**src/rtl/uart_tx_pkg.sv**
```systemverilog
package uart_tx_pkg;
  localparam logic LINE_MARK  = 1'b1;
  localparam logic LINE_SPACE = 1'b0;

  typedef enum logic {
    SH_IDLE = 1'b0,
    SH_RUN  = 1'b1
  } sh_state_t;
endpackage

```
**src/rtl/uart_baud_gen.sv**
```systemverilog
module uart_baud_gen #(
  parameter int DIV_W    = 8,
  parameter int PRE_FAST = 16,
  parameter int PRE_SLOW = 64
) (
  input  logic             clk,
  input  logic             rst_n,
  input  logic             run,
  input  logic             fast,
  input  logic [DIV_W-1:0] divisor,
  output logic             tick
);
  localparam int PRE_W = $clog2(PRE_SLOW);

  logic [PRE_W-1:0] pre_q;
  logic [DIV_W-1:0] div_q;
  logic [PRE_W-1:0] pre_lim;
  logic             pre_wrap;

  assign pre_lim  = fast ? PRE_W'(PRE_FAST - 1) : PRE_W'(PRE_SLOW - 1);
  assign pre_wrap = (pre_q == pre_lim);
  assign tick     = run && pre_wrap && (div_q == divisor);

  always_ff @(posedge clk or negedge rst_n) begin
    if (!rst_n) begin
      pre_q <= '0;
      div_q <= '0;
    end else if (!run) begin
      pre_q <= '0;
      div_q <= '0;
    end else if (pre_wrap) begin
      pre_q <= '0;
      div_q <= (div_q == divisor) ? '0 : div_q + 1'b1;
    end else begin
      pre_q <= pre_q + 1'b1;
    end
  end

  AST_TICK_SPACING: assert property (@(posedge clk) disable iff (!rst_n)
    tick |=> !tick);
endmodule

```
**src/rtl/uart_tx_hold.sv**
```systemverilog
module uart_tx_hold #(
  parameter int DATA_W = 8
) (
  input  logic              clk,
  input  logic              rst_n,
  input  logic              tx_en,
  input  logic              in_valid,
  input  logic [DATA_W-1:0] in_data,
  output logic              in_ready,
  input  logic              take,
  output logic              full,
  output logic [DATA_W-1:0] data
);
  logic              full_q;
  logic [DATA_W-1:0] data_q;

  assign in_ready = !full_q && tx_en;
  assign full     = full_q;
  assign data     = data_q;

  always_ff @(posedge clk or negedge rst_n) begin
    if (!rst_n) begin
      full_q <= 1'b0;
      data_q <= '0;
    end else if (!tx_en) begin
      full_q <= 1'b0;
    end else if (take) begin
      full_q <= 1'b0;
    end else if (in_valid && in_ready) begin
      full_q <= 1'b1;
      data_q <= in_data;
    end
  end

  AST_HOLD_STABLE: assert property (@(posedge clk) disable iff (!rst_n)
    (full_q && !take && tx_en) |=> (full_q && $stable(data_q)));
  AST_ACCEPT_FILLS: assert property (@(posedge clk) disable iff (!rst_n)
    (in_valid && in_ready) |=> full_q);
endmodule

```
**src/rtl/uart_tx_shift.sv**
```systemverilog
module uart_tx_shift
  import uart_tx_pkg::*;
#(
  parameter int DATA_W = 8
) (
  input  logic              clk,
  input  logic              rst_n,
  input  logic              tx_en,
  input  logic              nine,
  input  logic              bit9,
  input  logic              tick,
  input  logic              hold_full,
  input  logic [DATA_W-1:0] hold_data,
  output logic              take,
  output logic              busy,
  output logic              txd
);
  localparam int FRAME_W = DATA_W + 3;
  localparam int CNT_W   = $clog2(FRAME_W);

  sh_state_t          st_q;
  logic [FRAME_W-1:0] sh_q;
  logic [CNT_W-1:0]   cnt_q;
  logic               last;
  logic [FRAME_W-1:0] frame_in;

  assign busy     = (st_q == SH_RUN);
  assign last     = busy && tick && (cnt_q == '0);
  assign take     = tx_en && hold_full && (!busy || last);
  assign frame_in = {LINE_MARK, (nine ? bit9 : LINE_MARK), hold_data, LINE_SPACE};
  assign txd      = busy ? sh_q[0] : LINE_MARK;

  always_ff @(posedge clk or negedge rst_n) begin
    if (!rst_n) begin
      st_q  <= SH_IDLE;
      sh_q  <= '1;
      cnt_q <= '0;
    end else if (!tx_en) begin
      st_q  <= SH_IDLE;
      sh_q  <= '1;
      cnt_q <= '0;
    end else if (take) begin
      st_q  <= SH_RUN;
      sh_q  <= frame_in;
      cnt_q <= nine ? CNT_W'(FRAME_W - 1) : CNT_W'(FRAME_W - 2);
    end else if (last) begin
      st_q <= SH_IDLE;
    end else if (busy && tick) begin
      sh_q  <= {LINE_MARK, sh_q[FRAME_W-1:1]};
      cnt_q <= cnt_q - 1'b1;
    end
  end

  AST_START_LOW: assert property (@(posedge clk) disable iff (!rst_n)
    $rose(busy) |-> !txd);
  AST_STOP_HIGH: assert property (@(posedge clk) disable iff (!rst_n)
    (busy && tick && cnt_q == '0) |-> txd);
  AST_ABORT_IDLE: assert property (@(posedge clk) disable iff (!rst_n)
    !tx_en |=> (!busy && txd));
endmodule

```
**src/rtl/uart_tx_core.sv**
```systemverilog
module uart_tx_core #(
  parameter int DATA_W   = 8,
  parameter int DIV_W    = 8,
  parameter int PRE_FAST = 16,
  parameter int PRE_SLOW = 64
) (
  input  logic              clk,
  input  logic              rst_n,
  input  logic              tx_en,
  input  logic              nine_mode,
  input  logic              ninth_bit,
  input  logic              fast_mode,
  input  logic [DIV_W-1:0]  divisor,
  input  logic              in_valid,
  output logic              in_ready,
  input  logic [DATA_W-1:0] in_data,
  output logic              hold_empty,
  output logic              shift_empty,
  output logic              txd
);
  logic              tick;
  logic              take;
  logic              busy;
  logic              hold_full;
  logic [DATA_W-1:0] hold_data;

  uart_baud_gen #(
    .DIV_W   (DIV_W),
    .PRE_FAST(PRE_FAST),
    .PRE_SLOW(PRE_SLOW)
  ) u_baud (
    .clk    (clk),
    .rst_n  (rst_n),
    .run    (busy),
    .fast   (fast_mode),
    .divisor(divisor),
    .tick   (tick)
  );

  uart_tx_hold #(.DATA_W(DATA_W)) u_hold (
    .clk     (clk),
    .rst_n   (rst_n),
    .tx_en   (tx_en),
    .in_valid(in_valid),
    .in_data (in_data),
    .in_ready(in_ready),
    .take    (take),
    .full    (hold_full),
    .data    (hold_data)
  );

  uart_tx_shift #(.DATA_W(DATA_W)) u_shift (
    .clk      (clk),
    .rst_n    (rst_n),
    .tx_en    (tx_en),
    .nine     (nine_mode),
    .bit9     (ninth_bit),
    .tick     (tick),
    .hold_full(hold_full),
    .hold_data(hold_data),
    .take     (take),
    .busy     (busy),
    .txd      (txd)
  );

  assign hold_empty  = !hold_full;
  assign shift_empty = !busy;

  AST_IDLE_LINE: assert property (@(posedge clk) disable iff (!rst_n)
    shift_empty |-> txd);
  AST_READY_RULE: assert property (@(posedge clk) disable iff (!rst_n)
    in_ready |-> (hold_empty && tx_en));
endmodule

```
**config.mk**
```make
export PLATFORM = sky130hd
export DESIGN_NAME = uart_tx_core
export DESIGN_NICKNAME = d
export VERILOG_FILES = /design/src/rtl/uart_tx_pkg.sv /design/src/rtl/uart_baud_gen.sv /design/src/rtl/uart_tx_hold.sv /design/src/rtl/uart_tx_shift.sv /design/src/rtl/uart_tx_core.sv
export SDC_FILE = /design/constraint.sdc
export NUM_CORES = 1
export LEC_CHECK = 0
export BUFFER_PORTS_ARGS = -buffer_cell sky130_fd_sc_hd__buf_2
export CORE_UTILIZATION = 58
export CTS_CLUSTER_DIAMETER = 80
export DETAILED_ROUTE_END_ITERATION = 7
export GPL_TIMING_DRIVEN = 0
export HOLD_SLACK_MARGIN = 0.02
export PLACE_DENSITY = 0.8
export RECOVER_POWER = 25
export SLEW_MARGIN = 20
export SYNTH_ARGS = -nofsm -noshare
export SYNTH_HDL_FRONTEND = slang
export SYNTH_HIERARCHICAL = 1
export SYNTH_SLANG_ARGS = --single-unit
```
**constraint.sdc**
```tcl
create_clock -name clk -period 4.1 [get_ports clk]
set_clock_uncertainty 0.2 [all_clocks]
set_input_delay 0.205 -clock clk [delete_from_list [all_inputs] [get_ports clk]]
set_output_delay 0.205 -clock clk [all_outputs]
set_load 0.01 [all_outputs]
```
==> reports/results.ini, run 1 <==
[outcome]
status = finished, violations left
violations = max-capacitance violations, max-slew violations

[global_route]
grt_first_pass_wirelength_mm = 8.36
grt_max_degree = 39
first_global_vias = 1813
grt_antenna_before_repair = 0
grt_overflow = 0
grt_usage = 0.261

[timing]
max_freq_mhz = 295
rsz0062_at_grt = no
max_slew_margin = -0.331
final_hold_viol_count = 0
min_period_over_period = 0.828
final_max_slew_viol_count = 39
setup_tns_ns = 0
fin_crit_ns = 3.39
tightest_slew_ns = 2.00
setup_violations = 0

[floorplanning]
start_util = 0.617
chipWidth_um = 65.1
die-area_mm2 = 0.00424
core_area_mm2 = 0.00374
io_pins = 27
die_h_um = 65.1
num_rows = 22

[pwr]
p_per_area_mw_per_mm2 = 337
ir_drop_mv = 0.260
p_leak_nw = 1.15

[clock_network]
h-tree-depth = 2
cts_sinks = 38
clkTransAtPathRegs_ns = 0.07
cts_setup_buffers = 0
clockBufferDepth = 2
cts_root_buf = clkbuf_8
cts_tree = built
clk_latency_ns = 0.30
cts_buffers = 5
post_cts_resized = 0
cts-hold-fix-buffers = 11

[logic_synthesis]
synth-adder-area-share = 0.0163
async_flop_share = 1.00
synth-edff-count = 0
yosysTopAreaCell = dfrtp_1
ys_ff_latch = 38
synth-seq-area-share = 0.417
synth-simple-area-share = 0.230
synth_cells = 226
synthMuxAreaShare = 0.0526
synth_top_area_share = 0.304
synth.avg_cell_area_um2 = 10.2
synthFlopType = dfrtp_1
syn_area_mm2 = 0.00231
ys_types = 51
yosysWarningCount = 6
synth-compound-area-share = 0.186
synth_nets = 252
synth-xor-area-share = 0.0493
synth_top_family_by_area = simple AND/OR/NAND/NOR gates
synthTopCellsByArea = dfrtp_1 30%, dfstp_2 11%, a2111oi_0 4.6%, mux2_2 4.4%, xor2_1 4.2%

[routing]
ant_nets = 0
routedWlPerCell_um = 15.0
vias = 1902
wl_met3_um = 187
wl_met2_mm = 2.24
drc = 0
drtIter0Drc = 96
drt-vias-per-instance = 5.96
wl_mm = 4.80
drt-met1-wl_mm = 2.30
firstDrtPassIters = 4
highest_layer = met4

[finish]
final_layout_size_suffix_gt1_frac = 0.255
final_common_cell = buf_2
final_cell_mix = 29 x buf_2, 28 x dfrtp_1, 14 x a21oi_1, 12 x a211oi_1, 12 x a2111oi_0
diodes = 0
layout.cells.non_filler = 319
fin_nets = 296
area_delta_synth_final_pct = 17.6

[worst_setup_path]
critPathKind = register to register
critical_path_arrival_ns = 3.37
crit_required_ns = 4.08
startpoint_type = register
worstSetupEndpointType = register
critical_path_peak_fanout = 10

[placed_design]
placed_cells = 300
port_buffers = 26
dp_hpwl_mm = 3.27
place_congestion = 0.847

[hold_path]
worstHoldPathType = primary input to register

[flow_run]
maxCapViolCount = 1

[kinds of logic (layout without fill, tap and decap cells)]
group | count (synthesis) | after routing
compound gates | 58 | 58
xor+xnor | 13 | 13
fa+ha+maj | 3 | 3
buf+inv | 24 | 69
flops | 38 | 38
mux | 11 | 11
simple gates | 79 | 79
[Yosys cell counts, types with 9 or more instances]
cell type / count
xor2_1: 11
a21oi_1: 14
dfrtp_1: 28
nor3_1: 11
mux2_2: 9
nor2_1: 11
a211oi_1: 12
inv_1: 11
a2111oi_0: 12
nand3_1: 9
dfstp_2: 10
[routing by layer]
layer,vias to the layer above,global-route usage
li1,931,-
met1,918,0.354
met2,45,0.413
met3,8,0.0486
met4,0,0.103
met5,-,0
[metrics by stage]
| step | power (mW) | hold slack [ns] | util | worst slack, ns | cell area, um2 |
|---|---|---|---|---|---|
| finish | 0.916 | 0.0563 | 0.725 | 0.706 | 2710 |
| global route | 0.959 | 0.0765 | 0.725 | 0.431 | 2710 |
| CTS | 0.925 | 0.0493 | 0.726 | 0.736 | 2720 |
| detailed placement | 0.601 | 0.156 | 0.667 | 0.772 | 2500 |
| global placement | 0.596 | 0.155 | 0.667 | 0.760 | 2500 |
| floorplan | 0.549 | -0.291 | - | 1.20 | 2310 |
[final cells by class]
class	instances	area (um2)
buffer	13	71.3
clock inverter	3	40.0
timing repair buffer	37	236
sequential	38	963
multi-input combinational	164	1230
clock buffer	5	68.8
inverter	11	41.3
tap	48	60.1
fill	294	1030
[sequential cells by signal (all words and copies together) (netlist names)]
name / flops
u_baud/pre_q: 6
u_shift/busy: 1
u_baud/div_q: 8
u_hold/full: 1
u_hold/data: 8
u_shift/sh_q: 10
u_shift/cnt_q: 4
[report_power, final]
| group | switching, mW | internal (mW) | total, mW | leakage (nW) |
|---|---|---|---|---|
| clock | 0.134 | 0.179 | 0.313 | 0.0579 |
| combinational | 0.0899 | 0.0793 | 0.169 | 0.615 |
| sequential | 0.0195 | 0.414 | 0.434 | 0.475 |
| total | 0.243 | 0.672 | 0.916 | 1.15 |
[worst max-delay path, cell delays in order (launching register included)]
cell and delay (ns):
dfrtp_1 0.41, ha_1 0.25, and4_1 0.16, o21ai_1 0.30
nor2_1 0.28, and4bb_1 0.31, o21ai_2 0.37, nor2_1 0.16
nor4bb_4 0.32, buf_6 0.17, mux2_2 0.35
[path summary, 6_finish.rpt]
| check | depth (start not counted) | endpoint | slack [ns] | start |
|---|---|---|---|---|
| setup / recovery | 10 | u_hold/data[2]$_DFFE_PN0P_ | 0.71 | u_baud/pre_q[0]$_DFF_PN0_ |
| hold reg to reg | 1 | u_baud/pre_q[0]$_DFF_PN0_ | 0.28 | u_baud/pre_q[0]$_DFF_PN0_ |
| min in group asynchronous | 2 | u_hold/data[1]$_DFFE_PN0P_ | 0.82 | rst_n |
| hold / removal | 2 | u_hold/full$_DFFE_PN0P_ | 0.06 | tx_en |
| max in group asynchronous | 2 | u_baud/pre_q[5]$_DFF_PN0_ | 1.75 | rst_n |
| setup reg to reg | 10 | u_hold/data[2]$_DFFE_PN0P_ | 0.71 | u_baud/pre_q[0]$_DFF_PN0_ |
Note: power is estimated with default switching activity, not from simulation.
==> run 2, diff against run 1 <==
--- a/config.mk
+++ b/config.mk
@@ -5,13 +5,14 @@
 export SDC_FILE = /design/constraint.sdc
 export NUM_CORES = 1
 export LEC_CHECK = 0
+export ABC_AREA = 1
 export BUFFER_PORTS_ARGS = -buffer_cell sky130_fd_sc_hd__buf_2
-export CORE_UTILIZATION = 58
+export CORE_UTILIZATION = 52
 export CTS_CLUSTER_DIAMETER = 80
 export DETAILED_ROUTE_END_ITERATION = 7
 export GPL_TIMING_DRIVEN = 0
 export HOLD_SLACK_MARGIN = 0.02
-export PLACE_DENSITY = 0.8
+export PLACE_DENSITY = 0.76
 export RECOVER_POWER = 25
 export SLEW_MARGIN = 20
 export SYNTH_ARGS = -nofsm -noshare
==> constraint.sdc (replaced) <==
create_clock -name clk -period 3.1 [get_ports clk]
set_clock_uncertainty 0.2 [all_clocks]
set_input_delay 0.155 -clock clk [delete_from_list [all_inputs] [get_ports clk]]
set_output_delay 0.155 -clock clk [all_outputs]
set_load 0.01 [all_outputs]
==> run 2 against run 1 <==
The run still ends with max-capacitance violations, max-slew violations left. First-iteration DRC count increased by 24%. Die area increased by 7.9%. Via count increased by 1.6%. Count of clock-buffer cells in the layout increased by 2. Routed wire length decreased by 8.1%. Area after synthesis decreased by 3.0%. Sequential share of layout area increased by 0.92 points. Non-clock buffer count decreased by 6. Critical path type is now primary input to asynchronous set/reset pin.
==> reports/results.ini, run 2 <==
[outcome]
status = finished, violations left
violations = max-capacitance violations, max-slew violations

[finish]
fin_nets = 377
final_layout_size_suffix_gt1_frac = 0.194
final_common_cell = nand2_1
largest-register = u_shift/sh_q
layout.cells.non_filler = 401
multi_input_area_mm2 = 0.00104
final_cell_mix = 112 x nand2_1, 46 x inv_1, 34 x nand3_1, 28 x dfrtp_1, 25 x buf_2
largest_reg_flops = 10
ff_latch_area_um2 = 963
area_delta_synth_final_pct = 18.2
fin_util = 0.652
diodes = 0
fillers = 357

[placed_design]
place_congestion = 0.799
dp_hpwl_mm = 3.02
port_buffers = 26
placed_cells = 381
post-place-ws_ns = 0.805

[flow_run]
maxCapViolCount = 1

[clock_network]
cts_sinks = 38
clkTransAtPathRegs_ns = 0.07
cts_buffers = 5
cts_root_buf = clkbuf_8
cts_tree = built
clockBufferDepth = 2
cts_setup_buffers = 0
clk_latency_ns = 0.29
cts-hold-fix-buffers = 13
h-tree-depth = 2
post_cts_resized = 0

[global_route]
first_global_vias = 1682
grt_first_pass_wirelength_mm = 7.31
grt_antenna_before_repair = 0
grt_max_degree = 39
grt_usage = 0.217
grt_overflow = 0

[logic_synthesis]
ys_ff_latch = 38
synthTopCellsByArea = dfrtp_1 31%, nand2_1 19%, dfstp_2 12%, inv_1 7.7%, nand3_1 7.6%
async_flop_share = 1.00
synth_nets = 331
syn_area_mm2 = 0.00224
synth-edff-count = 0
synth_cells = 305
synth_most_common_cell = nand2_1
synthFlopType = dfrtp_1
synth-seq-area-share = 0.430
ys_types = 26
yosysTopAreaCell = dfrtp_1
synth.avg_cell_area_um2 = 7.34
synth_top_cells_by_count = 112 x nand2_1, 46 x inv_1, 34 x nand3_1
yosysWarningCount = 6
synth_top_area_share = 0.313

[routing]
routedWlPerCell_um = 11.0
drtIter0Drc = 119
vias = 1933
drt-vias-per-instance = 4.82
wl_mm = 4.41
ant_nets = 0
drc = 0
firstDrtPassIters = 4

[worst_setup_path]
r2r_slack_ns = 0.81
crit_path_max_incr_delay_ns = 1.44
startpoint_type = primary input
crit_family = buffers and inverters
cpMaxStageDelayCell = clkbuf_1
worstSetupEndpointType = asynchronous set/reset pin
crit_buf_inv = 2
path_cells = dlygate4sd3_1 > clkbuf_1
critical_path_peak_fanout = 38
reg2reg_depth = 13
critPathKind = primary input to asynchronous set/reset pin
critical_path_arrival_ns = 2.13
worstReg2RegEnd = u_hold/data[6]$_DFFE_PN0P_
startpoint = rst_n
crit_required_ns = 2.90
r2r_start = u_baud/pre_q[0]$_DFF_PN0_

[pwr]
intPower_mw = 0.809
switching_share = 0.273
p_sw_mw = 0.303
p_leak_nw = 1.43
power_frac_comb = 0.169
ir_drop_mv = 0.310
pwr-share-seq = 0.527
p_per_area_mw_per_mm2 = 421
pwr-share-clk = 0.304

[timing]
setup_violations = 0
final_max_slew_viol_count = 39
max_freq_mhz = 430
final_hold_viol_count = 0
min_period_over_period = 0.750
rsz0062_at_grt = no
tightest_slew_ns = 2.01
worst_slack_ns = 0.776
fin_crit_ns = 2.32
setup_tns_ns = 0
max_slew_margin = -0.338

[hold_path]
worstHoldPathType = primary input to register
min_path_cells = 4
min-delay-start = nine_mode
hold_path_end = u_shift/sh_q[9]$_DFFE_PN1P_

[floorplanning]
die-area_mm2 = 0.00457
io_pins = 27
die_h_um = 67.6
num_rows = 23
chipWidth_um = 67.6
start_util = 0.552
core_area_mm2 = 0.00406

run 2: cell count changes after synthesis, moves of 6 or more:
cell / before / now
nand2_1: 5 / 112
inv_1: 11 / 46
nand3_1: 9 / 34
a2111oi_0: 12 / 0
a211oi_1: 12 / 0
mux2_2: 9 / 0
a21oi_1: 14 / 6
nand2b_1: 8 / 0
nor3_1: 11 / 3
or2b_1: 8 / 0
nor2_1: 11 / 18
xor2_1: 11 / 4
nor2b_1: 6 / 0
run 2: kinds of logic (layout without fill, tap and decap cells):
family          after synthesis  count (layout)  share of synthesized area
fa+ha+maj                     3               3                     0.0168
flops                        38              38                      0.430
buf+inv                      57             103                      0.107
simple gates                188             188                      0.390
xor+xnor                      7               7                     0.0274
compound gates               12              12                     0.0291
run 2: how the worst max path moves through the flow:
stage                                    to  slack [ns]  depth (start not counted)
6_report         u_hold/data[7]$_DFFE_PN0P_        0.78                          2
5_1_grt        u_shift/cnt_q[0]$_DFFE_PN0P_        0.36                          2
4_1_cts          u_hold/data[6]$_DFFE_PN0P_        0.79                         13
3_5_place_dp     u_hold/data[6]$_DFFE_PN0P_        0.81                         13
3_3_place_gp     u_hold/data[0]$_DFFE_PN0P_        0.87                         13
2_1_floorplan    u_hold/data[0]$_DFFE_PN0P_        1.10                         13
run 2: routing by layer:
metal | global-route usage | wire length, um
met1 | 0.284 | 2220
met4 | 0.0638 | 48
met3 | 0.0659 | 140
met2 | 0.342 | 2010
met5 | 0 | 0
run 2: power by group through the flow:
| stage | Sequential (mW) | Clock, mW | Combinational (mW) |
|---|---|---|---|
| floorplan | 0.587 | 0 | 0.124 |
| global placement | 0.593 | 0 | 0.171 |
| detailed placement | 0.594 | 0 | 0.176 |
| CTS | 0.586 | 0.349 | 0.190 |
| global route | 0.594 | 0.367 | 0.215 |
| finish | 0.587 | 0.338 | 0.188 |
run 2: stage by stage:
stage	power, mW	hold WS (ns)	area (um2)
after global routing	1.18	0.0720	2650
after CTS	1.13	0.0372	2650
after detailed placement	0.770	0.101	2430
after global placement	0.765	0.116	2430
final	1.11	0.0415	2650
after floorplan	0.710	-0.341	2240
run 2: area by class of cell:
cell class | instances | area share
multi-input combinational | 210 | 0.392
sequential | 38 | 0.364
timing repair buffer | 39 | 0.0974
inverter | 52 | 0.0743
clock buffer | 7 | 0.0326
tap | 50 | 0.0237
buffer | 5 | 0.0161
